===== config.mk =====
export PLATFORM = sky130hd
export DESIGN_NAME = lcd_rgb_timing
export DESIGN_NICKNAME = d
export VERILOG_FILES = /design/src/rtl/lcd_tg_pkg.sv /design/src/rtl/lcd_scan_axis.sv /design/src/rtl/lcd_fe_retime.sv /design/src/rtl/lcd_rgb_timing.sv
export SDC_FILE = /design/constraint.sdc
export NUM_CORES = 1
export LEC_CHECK = 0
export BUFFER_PORTS_ARGS = -buffer_cell sky130_fd_sc_hd__buf_2
export CORE_ASPECT_RATIO = 1.4
export CORE_MARGIN = 5
export CORE_UTILIZATION = 55
export DETAILED_ROUTE_END_ITERATION = 12
export PLACE_DENSITY = 0.88
export SYNTH_ARGS = -nofsm -noshare
export SYNTH_HDL_FRONTEND = slang
export SYNTH_HIERARCHICAL = 1
export SYNTH_SLANG_ARGS = --single-unit
export TNS_END_PERCENT = 10

===== constraint.sdc =====
create_clock -name clk -period 5.7 [get_ports clk]
set_clock_uncertainty 0.2 [all_clocks]
set_input_delay 0.855 -clock clk [delete_from_list [all_inputs] [get_ports clk]]
set_output_delay 0.855 -clock clk [all_outputs]
set_load 0.005 [all_outputs]

===== src/rtl/lcd_tg_pkg.sv =====
package lcd_tg_pkg;

    // Output polarities: syncs assert low, data enable asserts high
    localparam logic SYNC_ASSERTED = 1'b0;
    localparam logic SYNC_IDLE     = 1'b1;
    localparam logic DE_ASSERTED   = 1'b1;
    localparam logic DE_IDLE       = 1'b0;

    // Period of one scan axis from its four segments
    function automatic int span_total(input int act, input int fp,
                                      input int sy, input int bp);
        return act + fp + sy + bp;
    endfunction

endpackage


===== src/rtl/lcd_scan_axis.sv =====
// Next-count logic and region flags for one scan axis (columns or rows).
// Segment order within a period: active, front porch, sync, back porch.
module lcd_scan_axis #(
    parameter int ACTIVE = 480,
    parameter int FRONT  = 24,
    parameter int SYNC   = 8,
    parameter int BACK   = 8,
    parameter int W      = 10
) (
    input  logic [W-1:0] cnt_i,
    input  logic         step_i,
    input  logic         clr_i,
    output logic [W-1:0] nxt_o,
    output logic         last_o,
    output logic         act_o,
    output logic         sync_o
);
    localparam int TOTAL   = lcd_tg_pkg::span_total(ACTIVE, FRONT, SYNC, BACK);
    localparam int SYNC_LO = ACTIVE + FRONT;
    localparam int SYNC_HI = SYNC_LO + SYNC;

    always_comb begin
        last_o = (cnt_i == W'(TOTAL - 1));
        if (clr_i) begin
            nxt_o = '0;
        end else if (step_i) begin
            nxt_o = last_o ? '0 : cnt_i + 1'b1;
        end else begin
            nxt_o = cnt_i;
        end
        act_o  = (nxt_o < W'(ACTIVE));
        sync_o = (nxt_o >= W'(SYNC_LO)) && (nxt_o < W'(SYNC_HI));
    end
endmodule


===== src/rtl/lcd_fe_retime.sv =====
// Re-launches a rising-edge signal on the falling edge of the same clock.
module lcd_fe_retime (
    input  logic clk,
    input  logic rst_n,
    input  logic d_i,
    output logic q_o
);
    logic fe_d, fe_q;

    always_comb fe_d = d_i;

    always_ff @(negedge clk or negedge rst_n) begin
        if (!rst_n) fe_q <= 1'b0;
        else        fe_q <= fe_d;
    end

    assign q_o = fe_q;
endmodule


===== src/rtl/lcd_rgb_timing.sv =====
module lcd_rgb_timing
    import lcd_tg_pkg::*;
#(
    parameter int H_ACTIVE = 480,
    parameter int H_FRONT  = 24,
    parameter int H_SYNC   = 8,
    parameter int H_BACK   = 8,
    parameter int V_ACTIVE = 640,
    parameter int V_FRONT  = 4,
    parameter int V_SYNC   = 2,
    parameter int V_BACK   = 2,
    localparam int H_TOTAL = span_total(H_ACTIVE, H_FRONT, H_SYNC, H_BACK),
    localparam int V_TOTAL = span_total(V_ACTIVE, V_FRONT, V_SYNC, V_BACK),
    localparam int HW      = $clog2(H_TOTAL),
    localparam int VW      = $clog2(V_TOTAL)
) (
    input  logic          clk,
    input  logic          rst_n,
    input  logic          run,
    output logic          hsync_n,
    output logic          vsync_n,
    output logic          de,
    output logic          de_fe,
    output logic [HW-1:0] x,
    output logic [VW-1:0] y,
    output logic          sof
);
    typedef struct packed {
        logic          run;
        logic [HW-1:0] h;
        logic [VW-1:0] v;
        logic          hs_n;
        logic          vs_n;
        logic          de;
        logic          sof;
    } tg_state_t;

    tg_state_t st_d, st_q;

    logic          advance;
    logic [HW-1:0] h_nxt;
    logic [VW-1:0] v_nxt;
    logic          h_last, v_last;
    logic          h_act, v_act;
    logic          h_sync, v_sync;

    // Counters move only once the scan has been started on an earlier edge
    assign advance = run && st_q.run;

    lcd_scan_axis #(
        .ACTIVE(H_ACTIVE), .FRONT(H_FRONT), .SYNC(H_SYNC), .BACK(H_BACK), .W(HW)
    ) u_h_axis (
        .cnt_i (st_q.h),
        .step_i(advance),
        .clr_i (!run),
        .nxt_o (h_nxt),
        .last_o(h_last),
        .act_o (h_act),
        .sync_o(h_sync)
    );

    lcd_scan_axis #(
        .ACTIVE(V_ACTIVE), .FRONT(V_FRONT), .SYNC(V_SYNC), .BACK(V_BACK), .W(VW)
    ) u_v_axis (
        .cnt_i (st_q.v),
        .step_i(advance && h_last),
        .clr_i (!run),
        .nxt_o (v_nxt),
        .last_o(v_last),
        .act_o (v_act),
        .sync_o(v_sync)
    );

    always_comb begin
        st_d     = st_q;
        st_d.run = run;
        st_d.h   = h_nxt;
        st_d.v   = v_nxt;
        if (run) begin
            st_d.hs_n = h_sync ? SYNC_ASSERTED : SYNC_IDLE;
            st_d.vs_n = v_sync ? SYNC_ASSERTED : SYNC_IDLE;
            st_d.de   = (h_act && v_act) ? DE_ASSERTED : DE_IDLE;
            // Origin is reached on a fresh start or on the frame wrap
            st_d.sof  = !st_q.run || (h_last && v_last);
        end else begin
            st_d.hs_n = SYNC_IDLE;
            st_d.vs_n = SYNC_IDLE;
            st_d.de   = DE_IDLE;
            st_d.sof  = 1'b0;
        end
    end

    always_ff @(posedge clk or negedge rst_n) begin
        if (!rst_n) begin
            st_q.run  <= 1'b0;
            st_q.h    <= '0;
            st_q.v    <= '0;
            st_q.hs_n <= SYNC_IDLE;
            st_q.vs_n <= SYNC_IDLE;
            st_q.de   <= DE_IDLE;
            st_q.sof  <= 1'b0;
        end else begin
            st_q <= st_d;
        end
    end

    lcd_fe_retime u_de_fe (
        .clk  (clk),
        .rst_n(rst_n),
        .d_i  (st_q.de),
        .q_o  (de_fe)
    );

    assign hsync_n = st_q.hs_n;
    assign vsync_n = st_q.vs_n;
    assign de      = st_q.de;
    assign x       = st_q.h;
    assign y       = st_q.v;
    assign sof     = st_q.sof;
endmodule


==> impl_metrics.prom <==
# TYPE chip_impl_metric gauge
chip_impl_metric{name="vias_in_the_first_global_route",unit=""} 1323
chip_impl_metric{name="htree_num_levels",unit=""} 1
chip_impl_info{name="yosys_most_used_dff",value="sky130_fd_sc_hd__dfrtp_1"} 1
chip_impl_metric{name="drt.antenna.violating_nets",unit=""} 0
chip_impl_metric{name="overall_track_demand_over_capacity_in_global_routing",unit="%"} 16.97
chip_impl_metric{name="async_flop_share",unit="%"} 100.0
chip_impl_metric{name="num-nets-final",unit=""} 193
chip_impl_info{name="worstSetupEndpointType",value="primary output"} 1
chip_impl_metric{name="cts_max_path_buffers",unit=""} 2
chip_impl_metric{name="effective_utilization_at_floorplan",unit="%"} 57.26
chip_impl_info{name="hold_path.class",value="reg -> reg"} 1
chip_impl_metric{name="syn_to_final_growth",unit="%"} 0.6235
chip_impl_metric{name="worst_ep_required_time",unit="ns"} 4.64
chip_impl_metric{name="internal_power",unit="mW"} 0.2536
chip_impl_metric{name="avgRoutedWirePerCell",unit="µm"} 15.94
chip_impl_metric{name="floorplan.core_area",unit="µm²"} 3153
chip_impl_metric{name="post_cts_setup_buffers",unit=""} 0
chip_impl_metric{name="die-height",unit="µm"} 77.79
chip_impl_metric{name="switchingPower",unit="mW"} 0.07136
chip_impl_metric{name="drtIter0Drc",unit=""} 64
chip_impl_metric{name="synth.avg_cell_area",unit="µm²"} 9.707
chip_impl_metric{name="power.share.clock",unit="%"} 36.6
chip_impl_info{name="cp_top_family",value="flip-flops"} 1
chip_impl_metric{name="floorplan.rows",unit=""} 24
chip_impl_metric{name="final_critical_path_setup_slack",unit="ns"} 1.037
chip_impl_metric{name="detail_route.drc_violations",unit=""} 0
chip_impl_metric{name="cts_num_sinks",unit=""} 26
chip_impl_metric{name="drt_wl_total",unit="µm"} 3603
chip_impl_info{name="unrepaired_setup_endpoints_after_global_routing",value="no"} 1
chip_impl_metric{name="design.die.area",unit="µm²"} 4544
chip_impl_metric{name="finalSetupViolations",unit=""} 0
chip_impl_metric{name="share_seq_of_total_power",unit="%"} 58.3
chip_impl_info{name="synth.top_cells.by_area",value="sky130_fd_sc_hd__dfrtp_1 32%, sky130_fd_sc_hd__buf_4 9.1%, sky130_fd_sc_hd__nor2_1 4.6%"} 1
chip_impl_info{name="timing.critical_path.from_type",value="flip-flop"} 1
chip_impl_metric{name="path_max_fanout",unit=""} 1
chip_impl_metric{name="power_density_of_the_placed_cells",unit="nW/µm²"} 178.9
chip_impl_metric{name="share_comb_of_total_power",unit="%"} 5.1
chip_impl_metric{name="synth_cell_type_count",unit=""} 53
chip_impl_metric{name="synthCells",unit=""} 186
chip_impl_metric{name="die_x",unit="µm"} 58.42
chip_impl_metric{name="synth_top_cell_area_share",unit="%"} 31.88
chip_impl_metric{name="netSwitchingFraction",unit="%"} 21.96
chip_impl_metric{name="grt_first_pass_wirelength",unit="µm"} 6147
chip_impl_metric{name="cts-buffers-inserted",unit=""} 3
chip_impl_metric{name="grt_remaining_overflow",unit=""} 0
chip_impl_metric{name="timing.max_cap.violations",unit=""} 0
chip_impl_metric{name="final_layout_size_suffix_gt1_share",unit="%"} 25.67
chip_impl_info{name="crit_path_cell_trace",value="buf_2"} 1
chip_impl_metric{name="synth_seq_area_share",unit="%"} 36.17
chip_impl_metric{name="yosysWarnings",unit=""} 6
chip_impl_info{name="timing.critical_path.slowest_stage_cell",value="sky130_fd_sc_hd__dfrtn_1"} 1
chip_impl_metric{name="drt-pass1-iter-count",unit=""} 4
chip_impl_metric{name="antenna_cells",unit=""} 0
chip_impl_metric{name="routed-via-count",unit=""} 1340
chip_impl_metric{name="path_buf_inv",unit=""} 1
chip_impl_metric{name="place_ws",unit="ns"} 1.337
chip_impl_metric{name="number_of_antenna_violations_at_the_first_check_in_global_routing",unit=""} 0
chip_impl_info{name="synthDominantAreaCellType",value="sky130_fd_sc_hd__dfrtp_1"} 1
chip_impl_metric{name="synthesis.nets",unit=""} 191
chip_impl_metric{name="cts-hold-fix-buffers",unit=""} 0
chip_impl_info{name="clock_tree_from_tritoncts",value="yes"} 1
chip_impl_metric{name="critPathArrivalTime",unit="ns"} 3.61
chip_impl_metric{name="report.final.slew_viol_count",unit=""} 0
chip_impl_metric{name="timing.critical_path.slowest_cell_delay",unit="ns"} 0.38
chip_impl_metric{name="worstMarginPinSlew",unit="ns"} 0.3773
chip_impl_metric{name="dp_hpwl",unit="µm"} 2614
chip_impl_info{name="cts.root.buffer_cell",value="sky130_fd_sc_hd__clkbuf_8"} 1
chip_impl_metric{name="cts_resized",unit=""} 0
chip_impl_metric{name="gp_congestion",unit=""} 0.8735
chip_impl_info{name="final_common_cell",value="sky130_fd_sc_hd__buf_2"} 1
chip_impl_metric{name="io_buffers",unit=""} 27
chip_impl_info{name="status",value="finished, final reports clean"} 1
chip_impl_metric{name="max_slew_margin",unit="%"} 74.85
chip_impl_metric{name="ys_ff_latch",unit=""} 26
chip_impl_info{name="layout.cells.most_common_list",value="27 x sky130_fd_sc_hd__buf_2, 23 x sky130_fd_sc_hd__dfrtp_1, 22 x sky130_fd_sc_hd__nor2_1, 12 x sky130_fd_sc_hd__nand2_1, 9 x sky130_fd_sc_hd__xor2_1"} 1
chip_impl_metric{name="syn-cell-area",unit="µm²"} 1805
chip_impl_metric{name="synth-edff-count",unit=""} 0
chip_impl_metric{name="worst_ir_drop_vdd",unit="V"} 0.0001035
chip_impl_metric{name="clk_pin_slew_worst_paths",unit="ns"} 0.09
chip_impl_metric{name="final.hold.worst_slack",unit="ns"} 0.2772
chip_impl_metric{name="vias_per_cell",unit=""} 5.929
chip_impl_metric{name="static-leakage-power",unit="nW"} 0.8440
chip_impl_metric{name="boundary_pins",unit=""} 28
chip_impl_metric{name="worst_skew_pair.late_latency",unit="ns"} 0.27
chip_impl_metric{name="finalHoldViolations",unit=""} 0
chip_impl_metric{name="grt_start_max_net_pins",unit=""} 27
chip_impl_info{name="path_class",value="reg -> out"} 1
chip_impl_metric{name="timing.setup.tns",unit="ns"} 0
[synth_stat cells (all sizes together) (2+ instances only)]
master	n
a31o	2
a32oi	2
dfstp	2
or3	2
o22ai	2
nor4	2
nand3	4
ha	2
and4	3
o211ai	2
nor2	22
nand4	6
nor4b	2
and4b	3
xnor2	7
inv	3
nor3	4
dfrtp	23
nor2b	3
mux2i	3
and3	6
o21ai	2
a31oi	2
buf	31
a21oi	7
and2	3
nand2	12
xor2	10
[metrics by stage]
step           cells  power, mW  util, %  cell area (µm²)
3_5_place_dp     222     0.2101    55.87             1762
2_1_floorplan    186     0.2019        -             1805
6_report         226     0.3250    57.62             1817
5_1_grt          226     0.3416    57.62             1817
4_1_cts          226     0.3289    57.62             1817
3_3_place_gp     222     0.2097    55.87             1762
[logic make-up after synthesis]
logic type	count (synthesis)	share of synthesized area, %
flops	26	36.17
compound gates	27	10.74
fa+ha+maj	2	1.386
buf+inv	34	13.65
simple gates	77	27.72
xor+xnor	17	8.663
mux	3	1.663
[state kept, by name, indices dropped and copies added, names as in the netlist]
register / flops
y: 10
vsync_n: 1
sof: 1
hsync_n: 1
st_q: 1
de: 1
u_de_fe/q_o: 1
x: 10
[power groups by stage]
stage | clock network [mW] | registers (mW) | logic, mW
2_1_floorplan | 0 | 0.193 | 0.00929
3_3_place_gp | 0 | 0.193 | 0.0168
3_5_place_dp | 0 | 0.193 | 0.0172
4_1_cts | 0.122 | 0.189 | 0.0172
5_1_grt | 0.132 | 0.190 | 0.0190
6_report | 0.119 | 0.189 | 0.0167
[final cells by class]
type                            count  area, µm²
Fill cell                         286       1336
Sequential cell                    26      653.1
Inverter                            3      11.26
Tap cell                           39      48.80
Multi-Input combinational cell    126      905.9
Clock buffer                        4      55.05
Timing Repair Buffer               28      142.6
[layer usage]
layer | GRT usage (%) | up-vias | wire [µm]
li1 | - | 638 | -
met1 | 21.06 | 653 | 1504
met2 | 28.52 | 39 | 1876
met3 | 2.326 | 10 | 151
met4 | 7.657 | 0 | 70
met5 | 0 | - | 0
[final timing paths]
path / start / to / slack (ns) / depth (start not counted)
max: u_de_fe/q_o / de_fe / 1.04 / 1
min in group asynchronous: rst_n / x[5] / 0.36 / 2
min: st_q[24] / sof / 0.28 / 1
max in group asynchronous: rst_n / u_de_fe/q_o / 1.92 / 2
min reg2reg: st_q[24] / sof / 0.28 / 1
max reg2reg: de / u_de_fe/q_o / 2.13 / 0
No activity file was read; power rests on OpenSTA's default activity.
